===== src/rtl/dpt_pkg.sv =====
// Shared constants and types for the dual two-phase timer.
// Assumes a 3-bit word index on the register bus.
package dpt_pkg;
    localparam int unsigned NUM_CH   = 2;
    localparam int unsigned ADDR_W   = 3;
    localparam logic [7:0]  WDOG_KEY = 8'hFF;

    localparam logic [ADDR_W-1:0] IDX_CTRL  = 3'd0;
    localparam logic [ADDR_W-1:0] IDX_T1_A  = 3'd1;
    localparam logic [ADDR_W-1:0] IDX_T0_A  = 3'd2;
    localparam logic [ADDR_W-1:0] IDX_T1_B  = 3'd3;
    localparam logic [ADDR_W-1:0] IDX_T0_B  = 3'd4;

    typedef enum logic {
        PH_FIRST  = 1'b0,
        PH_SECOND = 1'b1
    } phase_e;
endpackage


===== src/rtl/dpt_regfile.sv =====
// Register file and bus decode for the dual two-phase timer.
// Holds the enable bits and the loaded counts of both channels, generates
// a start strobe when an enable bit goes from 0 to 1, and muxes read data.
// Assumes one access per cycle; reads are combinational.
module dpt_regfile
    import dpt_pkg::*;
#(
    parameter int unsigned CNT_W = 32
) (
    input  logic                          clk,
    input  logic                          rst_n,
    input  logic                          bus_sel_i,
    input  logic                          bus_we_i,
    input  logic [ADDR_W-1:0]             bus_addr_i,
    input  logic [CNT_W-1:0]              bus_wdata_i,
    output logic [CNT_W-1:0]              bus_rdata_o,
    input  logic [NUM_CH-1:0][CNT_W-1:0]  rd_a_i,
    input  logic [NUM_CH-1:0][CNT_W-1:0]  rd_b_i,
    output logic [NUM_CH-1:0]             en_o,
    output logic [NUM_CH-1:0]             start_o,
    output logic [NUM_CH-1:0][CNT_W-1:0]  ld_a_o,
    output logic [NUM_CH-1:0][CNT_W-1:0]  ld_b_o
);
    logic wr;
    logic wr_ctrl;

    assign wr      = bus_sel_i && bus_we_i;
    assign wr_ctrl = wr && (bus_addr_i == IDX_CTRL);

    // Start strobe: an enable bit written from 0 to 1.
    always_comb begin
        for (int c = 0; c < NUM_CH; c++) begin
            start_o[c] = wr_ctrl && bus_wdata_i[c] && !en_o[c];
        end
    end

    // Register writes, decoded by word index.
    always_ff @(posedge clk) begin
        if (!rst_n) begin
            en_o   <= '0;
            ld_a_o <= '0;
            ld_b_o <= '0;
        end else if (wr) begin
            case (bus_addr_i)
                IDX_CTRL: en_o      <= bus_wdata_i[NUM_CH-1:0];
                IDX_T1_A: ld_a_o[1] <= bus_wdata_i;
                IDX_T0_A: ld_a_o[0] <= bus_wdata_i;
                IDX_T1_B: ld_b_o[1] <= bus_wdata_i;
                IDX_T0_B: ld_b_o[0] <= bus_wdata_i;
                default:  ;
            endcase
        end
    end

    // Read mux; unused indices return zero.
    always_comb begin
        bus_rdata_o = '0;
        if (bus_sel_i) begin
            case (bus_addr_i)
                IDX_CTRL: bus_rdata_o[NUM_CH-1:0] = en_o;
                IDX_T1_A: bus_rdata_o = rd_a_i[1];
                IDX_T0_A: bus_rdata_o = rd_a_i[0];
                IDX_T1_B: bus_rdata_o = rd_b_i[1];
                IDX_T0_B: bus_rdata_o = rd_b_i[0];
                default:  bus_rdata_o = '0;
            endcase
        end
    end

    // a control write lands in the enable bits at the next edge.
    a_r2_ctrl_write: assert property (@(posedge clk) disable iff (!rst_n)
        wr_ctrl |=> (en_o == $past(bus_wdata_i[NUM_CH-1:0])));

    // writes to unused indices leave every register unchanged.
    a_r3_unused_write: assert property (@(posedge clk) disable iff (!rst_n)
        (wr && bus_addr_i > IDX_T0_B) |=> ($stable(en_o) && $stable(ld_a_o) && $stable(ld_b_o)));
endmodule


===== src/rtl/dpt_channel.sv =====
// One two-phase countdown channel. On start it loads the first-phase count,
// counts it down, then loads and counts the second-phase count. At the end
// of the second phase it strobes irq and reloads. A zero count lasts one cycle.
// With WDOG_OK set, watchdog mode counts only the first phase (interval in
// bits above the low byte) and then sets a sticky reset request.
module dpt_channel
    import dpt_pkg::*;
#(
    parameter int unsigned CNT_W   = 32,
    parameter bit          WDOG_OK = 1'b0
) (
    input  logic             clk,
    input  logic             rst_n,
    input  logic             en_i,
    input  logic             start_i,
    input  logic             wdog_i,
    input  logic [CNT_W-1:0] ld_a_i,
    input  logic [CNT_W-1:0] ld_b_i,
    output logic             irq_o,
    output logic             pulse_o,
    output logic             rst_req_o,
    output logic [CNT_W-1:0] rd_a_o,
    output logic [CNT_W-1:0] rd_b_o
);
    phase_e           phase;
    logic [CNT_W-1:0] cnt;
    logic             done;
    logic             wdog_mode;
    logic [CNT_W-1:0] raw_a;
    logic [CNT_W-1:0] eff_a;
    logic [CNT_W-1:0] eff_b;

    // Watchdog mode exists only on the channel built with WDOG_OK.
    generate
        if (WDOG_OK) begin : g_wdog
            assign wdog_mode = wdog_i;
        end else begin : g_plain
            assign wdog_mode = 1'b0;
        end
    endgenerate

    // Effective phase lengths; zero stretches to one cycle.
    always_comb begin
        raw_a = wdog_mode ? (ld_a_i >> 8) : ld_a_i;
        eff_a = (raw_a == '0) ? CNT_W'(1) : raw_a;
        eff_b = (ld_b_i == '0) ? CNT_W'(1) : ld_b_i;
    end

    // Phase sequencing, reload, irq strobe and watchdog expiry.
    always_ff @(posedge clk) begin
        if (!rst_n) begin
            phase     <= PH_FIRST;
            cnt       <= '0;
            done      <= 1'b0;
            irq_o     <= 1'b0;
            rst_req_o <= 1'b0;
        end else begin
            irq_o <= 1'b0;
            if (start_i) begin
                phase <= PH_FIRST;
                cnt   <= eff_a;
                done  <= 1'b0;
            end else if (en_i && !done) begin
                if (cnt == CNT_W'(1)) begin
                    if (phase == PH_FIRST) begin
                        if (wdog_mode) begin
                            rst_req_o <= 1'b1;
                            done      <= 1'b1;
                            cnt       <= '0;
                        end else begin
                            phase <= PH_SECOND;
                            cnt   <= eff_b;
                        end
                    end else begin
                        irq_o <= 1'b1;
                        phase <= PH_FIRST;
                        cnt   <= eff_a;
                    end
                end else begin
                    cnt <= cnt - CNT_W'(1);
                end
            end
        end
    end

    // Remaining-count view for software reads.
    always_comb begin
        if (!en_i) begin
            rd_a_o = ld_a_i;
            rd_b_o = ld_b_i;
        end else if (phase == PH_FIRST) begin
            rd_a_o = cnt;
            rd_b_o = ld_b_i;
        end else begin
            rd_a_o = '0;
            rd_b_o = cnt;
        end
    end

    assign pulse_o = en_i && (phase == PH_SECOND) && !wdog_mode;

    // irq is a single-cycle strobe (period is at least 2 cycles).
    a_r4_irq_strobe: assert property (@(posedge clk) disable iff (!rst_n)
        irq_o |=> !irq_o);

    // irq only follows a running second phase.
    a_r4_irq_after_second: assert property (@(posedge clk) disable iff (!rst_n)
        irq_o |-> $past(en_i && phase == PH_SECOND));

    // a running channel never holds a zero count.
    a_r5_cnt_nonzero: assert property (@(posedge clk) disable iff (!rst_n)
        (en_i && !done && !start_i) |-> (cnt != '0));

    // the reset request is sticky.
    a_r10_rst_sticky: assert property (@(posedge clk) disable iff (!rst_n)
        rst_req_o |=> rst_req_o);

    // the reset request only rises out of watchdog mode.
    a_r10_rst_from_wdog: assert property (@(posedge clk) disable iff (!rst_n)
        $rose(rst_req_o) |-> $past(wdog_mode));
endmodule


===== src/rtl/duo_phase_timer.sv =====
// Top of the dual two-phase timer. Ties the register file to two channels;
// channel 0 is built with watchdog capability, selected by a key value in the
// low byte of its first-phase register.
// Assumes CNT_W equals the bus width and is at least 9.
module duo_phase_timer
    import dpt_pkg::*;
#(
    parameter int unsigned CNT_W = 32
) (
    input  logic             clk,
    input  logic             rst_n,
    input  logic             bus_sel,
    input  logic             bus_we,
    input  logic [2:0]       bus_addr,
    input  logic [CNT_W-1:0] bus_wdata,
    output logic [CNT_W-1:0] bus_rdata,
    output logic [1:0]       irq,
    output logic [1:0]       pulse,
    output logic             wdog_rst_req
);
    logic [NUM_CH-1:0][CNT_W-1:0] ld_a;
    logic [NUM_CH-1:0][CNT_W-1:0] ld_b;
    logic [NUM_CH-1:0][CNT_W-1:0] rd_a;
    logic [NUM_CH-1:0][CNT_W-1:0] rd_b;
    logic [NUM_CH-1:0]            en;
    logic [NUM_CH-1:0]            start;
    logic [NUM_CH-1:0]            rst_req;
    logic                         wdog_sel;

    assign wdog_sel     = (ld_a[0][7:0] == WDOG_KEY);
    assign wdog_rst_req = |rst_req;

    dpt_regfile #(.CNT_W(CNT_W)) u_regs (
        .clk         (clk),
        .rst_n       (rst_n),
        .bus_sel_i   (bus_sel),
        .bus_we_i    (bus_we),
        .bus_addr_i  (bus_addr),
        .bus_wdata_i (bus_wdata),
        .bus_rdata_o (bus_rdata),
        .rd_a_i      (rd_a),
        .rd_b_i      (rd_b),
        .en_o        (en),
        .start_o     (start),
        .ld_a_o      (ld_a),
        .ld_b_o      (ld_b)
    );

    generate
        for (genvar c = 0; c < NUM_CH; c++) begin : g_ch
            dpt_channel #(.CNT_W(CNT_W), .WDOG_OK(c == 0)) u_ch (
                .clk       (clk),
                .rst_n     (rst_n),
                .en_i      (en[c]),
                .start_i   (start[c]),
                .wdog_i    (wdog_sel),
                .ld_a_i    (ld_a[c]),
                .ld_b_i    (ld_b[c]),
                .irq_o     (irq[c]),
                .pulse_o   (pulse[c]),
                .rst_req_o (rst_req[c]),
                .rd_a_o    (rd_a[c]),
                .rd_b_o    (rd_b[c])
            );
        end
    endgenerate
endmodule


===== config.mk =====
export PLATFORM = sky130hd
export DESIGN_NAME = duo_phase_timer
export DESIGN_NICKNAME = d
export VERILOG_FILES = /design/src/rtl/dpt_pkg.sv /design/src/rtl/dpt_regfile.sv /design/src/rtl/dpt_channel.sv /design/src/rtl/duo_phase_timer.sv
export SDC_FILE = /design/constraint.sdc
export NUM_CORES = 1
export LEC_CHECK = 0
export CORE_ASPECT_RATIO = 0.9
export CORE_MARGIN = 3
export CORE_UTILIZATION = 51
export DETAILED_ROUTE_END_ITERATION = 6
export PLACE_DENSITY_LB_ADDON = 0.15
export SLEW_MARGIN = 20
export SYNTH_ARGS = -nofsm -noshare
export SYNTH_HDL_FRONTEND = slang
export SYNTH_SLANG_ARGS = --single-unit
export TNS_END_PERCENT = 50

===== constraint.sdc =====
create_clock -name clk -period 5.57 [get_ports clk]
set_input_delay 1.3925 -clock clk [delete_from_list [all_inputs] [get_ports clk]]
set_output_delay 1.3925 -clock clk [all_outputs]
set_load 0.005 [all_outputs]

==> results.cfg <==
[logic_synthesis]
synth_fp_nets = 1778
ys_seq_area_share_pct = 31.1
yosys.area_share.simple_pct = 23.0
synth_top_area_share_pct = 31.1
synth_edf_count = 0
synth_top_family_by_area = compound AO/OA/AOI/OAI gates
synthArstFlopShare_pct = 0
syn_avg_cell_area_um2 = 7.43
synthMuxAreaShare_pct = 12.1
synth_xor_area_share_pct = 3.06
synth.distinct_cells = 69
postSynthCellCount = 1735
synth_ff_type = dfxtp_1
synth.area.top_cells = dfxtp_1, mux2i_1, nand2_1
synth_compound_area_share_pct = 24.5
synth_warnings = 0
ys_seq_elements = 200
synth_fa_ha_area_share_pct = 0.388
synth.largest_area_cell = dfxtp_1
synth_area_um2 = 12900

[worst_setup_path]
r2r-end = g_ch[0].u_ch.cnt[9]
crit_top_cell = clkdlybuf4s50_1
r2r_slack_ns = 2.43
reg2reg_depth = 5
crit_required_ns = 4.18
cp_data_arrival_time_ns = 3.84
worstPathMaxFanout = 34
crit_type = input port to primary output
critPathMaxStageDelay_ns = 0.81
worstSetupEndpointType = primary output
rr_startpoint = g_ch[0].u_ch.cnt[17]
crit_path_top_delay_cell = or3b_2
cp-start-kind = input port
cp_cell_sequence = clkdlybuf4s50_1, or3b_2, o22ai_1, o31a_1, clkdlybuf4s50_1

[timing]
fin_crit_ns = 5.24
tightest_slew_ns = 1.19
rsz0062_at_grt = false
final-hold-violation-count = 0
finalWorstSetupSlack_ns = 0.333
clock.fmax_mhz = 191
slew_violations = 0
tns_ns = 0
setup_viol_count_final = 0
clock_skew_ns = 0.0150
finalCritPeriodShare_pct = 94.0
max_slew_margin_pct = 20.5

[layout]
syn2layout_area_growth_pct = 10.8
layout_commonest_cell = nand2_1
nNetsFinal = 1737
diodes = 0
layout-drive-gt1-share_pct = 7.15
final_cell_mix = nand2_1, a21oi_1, dfxtp_1
fin_util_pct = 58.2

[clocking]
holdBufCountCts = 0
h-tree-depth = 4
cts-resized-gates = 0
postCtsSetupRepairBufs = 0
cts_buffers = 17
root_buffer = clkbuf_16
clock_latency_ns = 0.45
cts_tree = yes
clk_pin_slew_worst_paths_ns = 0.08
cts.path.max_buffers = 2
clock_sinks = 200

[drt]
drtPass1Iterations = 6
drcViolationCount = 0
drtAntennaViolNets = 0
routed_via_density = 6.69
detail_route.wl_per_cell_um = 23.5
route.vias.total = 13664
drt_iter0_drc = 1860
drt_wl_total_um = 48000

[global_route]
antenna_found_initial = 1
grt_pass1_vias = 12596
grt_start_max_net_pins = 149
grt_usage_pct = 34.5
grt_pass1_wl_um = 74500
grt.overflow.total = 0

[placement]
port_buffers = 75
hpwl_um = 33000
place.gp.congestion = 0.990
preCtsSetupSlack_ns = 0.371

[status]
outcome = finished, final reports clean

[hold_path]
holdCritPathClass = flop to flop
min_path_cells = 2
min_from = g_ch[0].u_ch.rst_req_o
whs_endpoint = g_ch[0].u_ch.rst_req_o

[flow_run]
drv_cap = 0

[floorplanning]
floorplan.initialDensity_pct = 52.6
fp-row-count = 54
dieWidth_um = 174
die_h_um = 157
io_pins = 76
coreArea_um2 = 24500
dieArea_um2 = 27200

[power_and_ir_drop]
p_leak_nw = 4.89
peakVddDrop_mv = 0.187
p_per_area_nw_per_um2 = 226
total_power_mw = 3.23
==> layout make-up <==
cell class,instances,area [um2]
flip-flops and latches,200,4010
inverters,12,47.5
well taps,336,420
fillers,2332,10200
clock buffers,19,453
multi-input cells,1351,8170
clock inverters,13,143
repair buffers,112,1040
==> worst max-delay path, delay by kind of cell <==
family / cells / cell delay, ns
buf+inv: 2 / 1.12
simple gates: 1 / 0.81
compound gates: 2 / 0.51
==> flip-flops by register name (all words and copies together), names as in the netlist <==
signal,count
g_ch.u_ch.cnt,64
g_ch.u_ch.done,1
g_ch.u_ch.irq_o,2
g_ch.u_ch.phase,2
g_ch.u_ch.rst_req_o,1
u_regs.en_o,2
u_regs.ld_a_o,64
u_regs.ld_b_o,64
==> where the power goes <==
part,internal [mW],switching (mW)
Combinational,0.173,0.275
Sequential,1.45,0.0364
Clock,0.692,0.608
==> metrics by stage <==
stage          std cells  hold WS, ns  area, um2
2_1_floorplan       1735        0.451      12900
3_3_place_gp        2011        0.456      13700
3_5_place_dp        2011        0.458      13700
4_1_cts             2043        0.477      14300
5_1_grt             2043        0.487      14300
6_report            2043        0.472      14300
==> synthesized netlist by cell type (25+ instances only) <==
cell type / count
nor2b_1: 35
o21a_1: 36
clkbuf_1: 139
xor2_1: 25
nand2_1: 336
mux2i_1: 133
o21ai_0: 33
a31oi_1: 48
nor4_1: 55
o22ai_1: 69
nand3_1: 40
dfxtp_1: 200
a21oi_1: 213
nor2_1: 73
==> how the worst max path moves through the flow <==
stage / from / end / slack (ns) / cells after the start
final: bus_addr[0] / bus_rdata[1] / 0.33 / 5
after global routing: bus_addr[0] / bus_rdata[0] / 0.23 / 5
after CTS: bus_addr[0] / bus_rdata[1] / 0.36 / 5
after detailed placement: bus_addr[0] / bus_rdata[1] / 0.37 / 5
after global placement: bus_addr[0] / bus_rdata[1] / 0.40 / 5
after floorplan: bus_addr[1] / bus_rdata[4] / 1.52 / 6
==> cells by family after synthesis <==
group / after synthesis
muxes: 153
xor gates and xnor gates: 45
buffers and inverters: 184
adders and majority gates: 4
DFF: 200
AOI/OAI and AO/OA: 513
and+or+nand+nor: 636
==> routing by layer <==
| metal | track usage (%) | up-vias | share of wire (%) | routed length (um) |
|---|---|---|---|---|
| met5 | 0 | - | 0.027 | 13 |
| met4 | 12.5 | 2 | 3.3 | 1570 |
| met3 | 6.02 | 102 | 9.6 | 4590 |
| met2 | 55.5 | 813 | 46 | 22000 |
| met1 | 47.0 | 6525 | 41 | 19800 |
| li1 | - | 6222 | - | - |
No activity file was read; power rests on OpenSTA's default activity.
